--- config.mk ---
export PLATFORM = sky130hd
export DESIGN_NAME = uart_irq_ctrl
export DESIGN_NICKNAME = d
export VERILOG_FILES = /design/src/rtl/uart_irq_pkg.sv /design/src/rtl/uart_irq_status.sv /design/src/rtl/uart_irq_mask.sv /design/src/rtl/uart_irq_route.sv /design/src/rtl/uart_irq_readback.sv /design/src/rtl/uart_irq_ctrl.sv
export SDC_FILE = /design/constraint.sdc
export NUM_CORES = 1
export LEC_CHECK = 0
export BUFFER_PORTS_ARGS = -buffer_cell sky130_fd_sc_hd__buf_2
export CORE_UTILIZATION = 30
export CTS_BUF_LIST = sky130_fd_sc_hd__clkbuf_4 sky130_fd_sc_hd__clkbuf_8 sky130_fd_sc_hd__clkbuf_16
export CTS_CLUSTER_DIAMETER = 50
export CTS_CLUSTER_SIZE = 25
export DETAILED_ROUTE_END_ITERATION = 10
export SETUP_SLACK_MARGIN = 0.2
export SLEW_MARGIN = 15
export SYNTH_ARGS = -nofsm -noshare
export SYNTH_HDL_FRONTEND = slang
export SYNTH_SLANG_ARGS = --single-unit
--- constraint.sdc ---
create_clock -name clk_i -period 1.7 [get_ports clk_i]
set_input_delay 0.255 -clock clk_i [delete_from_list [all_inputs] [get_ports clk_i]]
set_output_delay 0.255 -clock clk_i [all_outputs]
set_load 0.05 [all_outputs]
--- src/rtl/uart_irq_pkg.sv ---
package uart_irq_pkg;
  localparam int unsigned NUM_SRC   = 11;
  localparam int unsigned NUM_LINES = 6;

  localparam int unsigned BIT_RX = 4;
  localparam int unsigned BIT_TX = 5;
  localparam int unsigned BIT_RT = 6;

  localparam logic [NUM_SRC-1:0] GRP_MS  = 11'h00F;
  localparam logic [NUM_SRC-1:0] GRP_RX  = 11'h010;
  localparam logic [NUM_SRC-1:0] GRP_TX  = 11'h020;
  localparam logic [NUM_SRC-1:0] GRP_RT  = 11'h040;
  localparam logic [NUM_SRC-1:0] GRP_ERR = 11'h780;
  localparam logic [NUM_SRC-1:0] GRP_ALL = GRP_MS | GRP_RX | GRP_TX | GRP_RT | GRP_ERR;

  typedef enum logic [1:0] {
    SEL_MASK   = 2'd0,
    SEL_RAW    = 2'd1,
    SEL_MASKED = 2'd2,
    SEL_CLR    = 2'd3
  } reg_sel_e;

  // line index: 0 any, 1 rx, 2 tx, 3 rt, 4 ms, 5 err
  function automatic logic [NUM_SRC-1:0] line_grp(int unsigned idx);
    case (idx)
      0:       return GRP_ALL;
      1:       return GRP_RX;
      2:       return GRP_TX;
      3:       return GRP_RT;
      4:       return GRP_MS;
      default: return GRP_ERR;
    endcase
  endfunction
endpackage

--- src/rtl/uart_irq_status.sv ---
module uart_irq_status #(
  parameter int unsigned W = 11
) (
  input  logic         clk_i,
  input  logic         rst_ni,
  input  logic [W-1:0] set_i,
  input  logic [W-1:0] clr_i,
  output logic [W-1:0] raw_o
);
  logic [W-1:0] raw_q;

  // set dominates clear
  always_ff @(posedge clk_i or negedge rst_ni) begin
    if (!rst_ni) raw_q <= '0;
    else         raw_q <= (raw_q & ~clr_i) | set_i;
  end

  assign raw_o = raw_q;


  set_sticky_chk: assert property (@(posedge clk_i) disable iff (!rst_ni)
    1'b1 |=> ((raw_q & $past(set_i)) == $past(set_i)));


  clr_done_chk: assert property (@(posedge clk_i) disable iff (!rst_ni)
    1'b1 |=> ((raw_q & $past(clr_i & ~set_i)) == '0));


  untouched_hold_chk: assert property (@(posedge clk_i) disable iff (!rst_ni)
    1'b1 |=> (((raw_q ^ $past(raw_q)) & ~$past(set_i | clr_i)) == '0));
endmodule

--- src/rtl/uart_irq_mask.sv ---
module uart_irq_mask #(
  parameter int unsigned W = 11
) (
  input  logic         clk_i,
  input  logic         rst_ni,
  input  logic         wr_i,
  input  logic [W-1:0] wdata_i,
  output logic [W-1:0] mask_o
);
  logic [W-1:0] mask_q;

  always_ff @(posedge clk_i or negedge rst_ni) begin
    if (!rst_ni)   mask_q <= '0;
    else if (wr_i) mask_q <= wdata_i;
  end

  assign mask_o = mask_q;


  mask_hold_chk: assert property (@(posedge clk_i) disable iff (!rst_ni)
    !wr_i |=> $stable(mask_q));


  mask_load_chk: assert property (@(posedge clk_i) disable iff (!rst_ni)
    wr_i |=> (mask_q == $past(wdata_i)));
endmodule

--- src/rtl/uart_irq_route.sv ---
module uart_irq_route
  import uart_irq_pkg::*;
#(
  parameter int unsigned W = NUM_SRC,
  parameter int unsigned L = NUM_LINES
) (
  input  logic         clk_i,
  input  logic         rst_ni,
  input  logic [W-1:0] raw_i,
  input  logic [W-1:0] mask_i,
  output logic [L-1:0] lines_o
);
  logic [W-1:0] pend;
  logic [L-1:0] lines_q;

  assign pend = raw_i & mask_i;

  for (genvar g = 0; g < L; g++) begin : g_line
    localparam logic [W-1:0] Grp = line_grp(g);
    always_ff @(posedge clk_i or negedge rst_ni) begin
      if (!rst_ni) lines_q[g] <= 1'b0;
      else         lines_q[g] <= |(pend & Grp);
    end
  end

  assign lines_o = lines_q;


  any_is_union_chk: assert property (@(posedge clk_i) disable iff (!rst_ni)
    lines_q[0] == (|lines_q[L-1:1]));


  line_needs_enable_chk: assert property (@(posedge clk_i) disable iff (!rst_ni)
    (mask_i == '0) |=> (lines_q == '0));
endmodule

--- src/rtl/uart_irq_readback.sv ---
module uart_irq_readback
  import uart_irq_pkg::*;
#(
  parameter int unsigned W = NUM_SRC
) (
  input  logic         clk_i,
  input  logic         rst_ni,
  input  logic [1:0]   sel_i,
  input  logic [W-1:0] raw_i,
  input  logic [W-1:0] mask_i,
  output logic [W-1:0] rd_data_o
);
  logic [W-1:0] rd_d, rd_q;

  always_comb begin
    case (sel_i)
      SEL_MASK:   rd_d = mask_i;
      SEL_RAW:    rd_d = raw_i;
      SEL_MASKED: rd_d = raw_i & mask_i;
      default:    rd_d = '0;
    endcase
  end

  always_ff @(posedge clk_i or negedge rst_ni) begin
    if (!rst_ni) rd_q <= '0;
    else         rd_q <= rd_d;
  end

  assign rd_data_o = rd_q;


  clr_reads_zero_chk: assert property (@(posedge clk_i) disable iff (!rst_ni)
    (sel_i == SEL_CLR) |=> (rd_q == '0));


  masked_subset_chk: assert property (@(posedge clk_i) disable iff (!rst_ni)
    (sel_i == SEL_MASKED) |=> ((rd_q & ~$past(mask_i)) == '0));
endmodule

--- src/rtl/uart_irq_ctrl.sv ---
module uart_irq_ctrl
  import uart_irq_pkg::*;
(
  input  logic               clk_i,
  input  logic               rst_ni,
  input  logic [NUM_SRC-1:0] src_set_i,
  input  logic               data_wr_i,
  input  logic               wr_en_i,
  input  logic [1:0]         wr_sel_i,
  input  logic [NUM_SRC-1:0] wdata_i,
  input  logic [1:0]         rd_sel_i,
  output logic [NUM_SRC-1:0] rd_data_o,
  output logic               irq_any_o,
  output logic               irq_rx_o,
  output logic               irq_tx_o,
  output logic               irq_rt_o,
  output logic               irq_ms_o,
  output logic               irq_err_o
);
  logic [NUM_SRC-1:0]   set_vec, clr_vec, raw, mask;
  logic [NUM_LINES-1:0] lines;
  logic                 mask_wr;

  always_comb begin
    set_vec         = src_set_i;
    set_vec[BIT_TX] = src_set_i[BIT_TX] | data_wr_i;
    clr_vec         = (wr_en_i && wr_sel_i == SEL_CLR) ? wdata_i : '0;
    mask_wr         = wr_en_i && wr_sel_i == SEL_MASK;
  end

  uart_irq_status #(.W(NUM_SRC)) i_status (
    .clk_i  (clk_i),
    .rst_ni (rst_ni),
    .set_i  (set_vec),
    .clr_i  (clr_vec),
    .raw_o  (raw)
  );

  uart_irq_mask #(.W(NUM_SRC)) i_mask (
    .clk_i   (clk_i),
    .rst_ni  (rst_ni),
    .wr_i    (mask_wr),
    .wdata_i (wdata_i),
    .mask_o  (mask)
  );

  uart_irq_route #(.W(NUM_SRC), .L(NUM_LINES)) i_route (
    .clk_i   (clk_i),
    .rst_ni  (rst_ni),
    .raw_i   (raw),
    .mask_i  (mask),
    .lines_o (lines)
  );

  uart_irq_readback #(.W(NUM_SRC)) i_readback (
    .clk_i     (clk_i),
    .rst_ni    (rst_ni),
    .sel_i     (rd_sel_i),
    .raw_i     (raw),
    .mask_i    (mask),
    .rd_data_o (rd_data_o)
  );

  assign irq_any_o = lines[0];
  assign irq_rx_o  = lines[1];
  assign irq_tx_o  = lines[2];
  assign irq_rt_o  = lines[3];
  assign irq_ms_o  = lines[4];
  assign irq_err_o = lines[5];


  status_write_ignored_chk: assert property (@(posedge clk_i) disable iff (!rst_ni)
    (wr_en_i && (wr_sel_i == SEL_RAW || wr_sel_i == SEL_MASKED) &&
     src_set_i == '0 && !data_wr_i) |=> ($stable(raw) && $stable(mask)));


  data_write_sets_tx_chk: assert property (@(posedge clk_i) disable iff (!rst_ni)
    data_wr_i |=> raw[BIT_TX]);
endmodule

==> summary.txt <==
Clock tree
  • Clock Sinks: 39
  • H-tree depth: 2
  • Maximum root-to-sink buffer count: 2
  • Num CTS Buffers: 5
  • Worst-Skew Late Latency: 290 ps
  • CTS clk-pin slew, worst paths: 70 ps
  • Hold-fix buffers, CTS: 0
  • CTS resizes: 0
  • Post-CTS Setup Inserts: 0
  • Clock root cell: clkbuf_8
  • CTS tree: yes

Pwr
  • Final Power: 2.377 mW
  • P per Cell Area: 1220 nW/µm²
  • Worst vdd ir: 0.5026 mV
  • Leak pwr: 0.8575 nW

Timing
  • Final setup vio count: 0
  • Fin Setup TNS: 0 ps
  • Fin. Hold Viols: 0
  • RSZ-0062 raised after global routing: no
  • Final setup margin: 340.3 ps
  • Fmax: 735.5 MHz
  • Minimum clock period: 1360 ps
  • Final Max Slew Viols: 0
  • Relative slew slack: 68.46%
  • Clk_skew: 5.799 ps
  • Worst-Margin Slew: 473.1 ps
  • Fin crit share: 79.98%

Setup path
  • Crit path kind: flop to flop
  • Setup crit end kind: flop
  • Worst path arrival time: 1530 ps
  • Worst EP required: 1870 ps
  • Startpoint types: flop
  • Cells on worst reg2reg path: 3
  • Critical Path Fanout Max: 4

Detailed routing
  • Final wirelength: 3.178 mm
  • Drt pass-1 iters: 4
  • Drc violations: 0
  • Initial DRC count: 60
  • Routed len/inst: 12.97 µm
  • Routed Antenna Nets: 0
  • Detail-routed via count per cell: 4.441
  • Vias: 1088

Placed design
  • Post-DP HPWL: 2.197 mm
  • IO Port Bufs: 46
  • Dpl ws: 334.6 ps
  • GPL Wtd Cong: 0.7279
  • DP Area: 1831 µm²

Die
  • I/O pin total: 47
  • Core Rows: 25
  • Die X: 72.78 µm
  • Die Y: 72.78 µm
  • Die area: 5296 µm²
  • Initial Util: 31.40%
  • CORE AREA: 4786 µm²

Synthesis
  • Synth Area in Compound Gates: 15.65%
  • Simple-gate share of the synthesized area: 9.492%
  • Syn. warnings: 0
  • Largest family of logic cells by synthesized area: compound AO/OA/AOI/OAI gates
  • Post-Synthesis Cells: 125
  • FF+latch count, synth: 39
  • Synthesized cell area: 1503 µm²
  • Synthesized Nets: 155
  • Post-synthesis xor/xnor area fraction: 0%
  • Mux share of post-synthesis cell area: 8.243%
  • Synth Area in Adders: 0%
  • Sequential share of the synthesized area: 64.95%
  • Number of library cell types mapped by synthesis: 19
  • Mean Syn Cell Area: 12.02 µm²

Finish
  • Area growth, synth to finish: 29.64%
  • Share of layout cells above drive strength 1: 41.01%
  • Most frequent cells in the layout: 46 x buf_2, 39 x dfrtp_1, 24 x nand2_1, 21 x o21ai_0, 11 x mux2_2
  • N_diodes: 0
  • Leading cell type in the layout, fill and taps excluded: buf_2
  • Nets: 207
  • Design area: 1948 µm²

Hold path
  • Class of the most critical hold timing path: primary input to asynchronous set/reset pin

GRT
  • Largest net degree at the start of global routing: 40
  • Number of global-route vias before repair: 1140
  • First-pass GRT wire length: 5.520 mm
  • Antenna violations before repair: 0
  • Total GRT Usage: 14.22%
  • GR Overflow Total: 0

Outcome
  • Status: finished, final reports clean

Job
  • Total of max-cap violations: 0
## cell families (layout without fill, tap and decap cells)
group / after synthesis / in the layout
multiplexers: 11 / 11
flip-flops: 39 / 39
buffers and inverters: 6 / 59
AND/OR/NAND/NOR: 32 / 32
AO/OA/AOI/OAI: 37 / 37
## worst max-delay path: stages (launching register included)
cell and delay [ps]:
dfrtp_1 400, a22oi_1 240, nand2_1 100, or4_1 500
## cell type report
type,count,area (µm²)
Fill cell,462,2838
Sequential cell,39,975.9
Multi-Input combinational cell,80,506.7
Timing Repair Buffer,50,260.3
Tap cell,67,83.83
Clock buffer,6,82.58
Clock inverter,2,35.03
Inverter,1,3.754
## sequential cells by signal, indices dropped and copies added, names as in the netlist
signal and cells:
i_mask.mask_o 11, i_readback.rd_data_o 11, i_route.lines_o 6, i_status.raw_o 11
## synthesized netlist by cell type, drive strengths merged
cell    count  area share, %
a211o       1           0.58
a21o       10            5.1
a22oi       4            2.7
and2        3            1.2
and3        1           0.42
buf         2           0.67
clkbuf      3           0.75
dfrtp      39             65
inv         1           0.25
mux2       11            8.2
nand2      24            6.0
nor2b       1           0.42
nor3b       1           0.50
o21ai      22            7.3
or2         1           0.42
or4         1           0.50
## metal layers
metal  share of wire (%)  GRT usage [%]
met4                 1.6          5.882
met5                   0              0
met1                  46          17.74
met2                  48          23.16
met3                 4.7          4.144
## worst paths after layout
check                                   from                      end  slack (ps)
min reg2reg                i_status.raw_o[6]        i_status.raw_o[6]         520
min in group clk_i              src_set_i[0]        i_status.raw_o[0]         140
max reg2reg                i_status.raw_o[9]       i_route.lines_o[0]         340
max                        i_status.raw_o[9]       i_route.lines_o[0]         340
min                                   rst_ni        i_status.raw_o[5]         0.5
max in group asynchronous             rst_ni  i_readback.rd_data_o[9]        1370
## power breakdown
| part | switching, mW | total, mW | leakage, nW | internal [mW] |
|---|---|---|---|---|
| Combinational | 0.328 | 0.484 | 0.368 | 0.156 |
| Sequential | 0.0594 | 1.10 | 0.428 | 1.04 |
| Clock | 0.319 | 0.794 | 0.0612 | 0.475 |
## metrics by stage
stage | util [%] | hold WS, ps | std cells
finish | 40.71 | 0.5337 | 245
global route | 40.71 | 40.54 | 245
CTS | 40.71 | 11.64 | 245
detailed placement | 38.25 | 336.5 | 237
global placement | 38.25 | 337.3 | 237
floorplan | - | -40.59 | 125
Power figures use the tool's default switching activity.
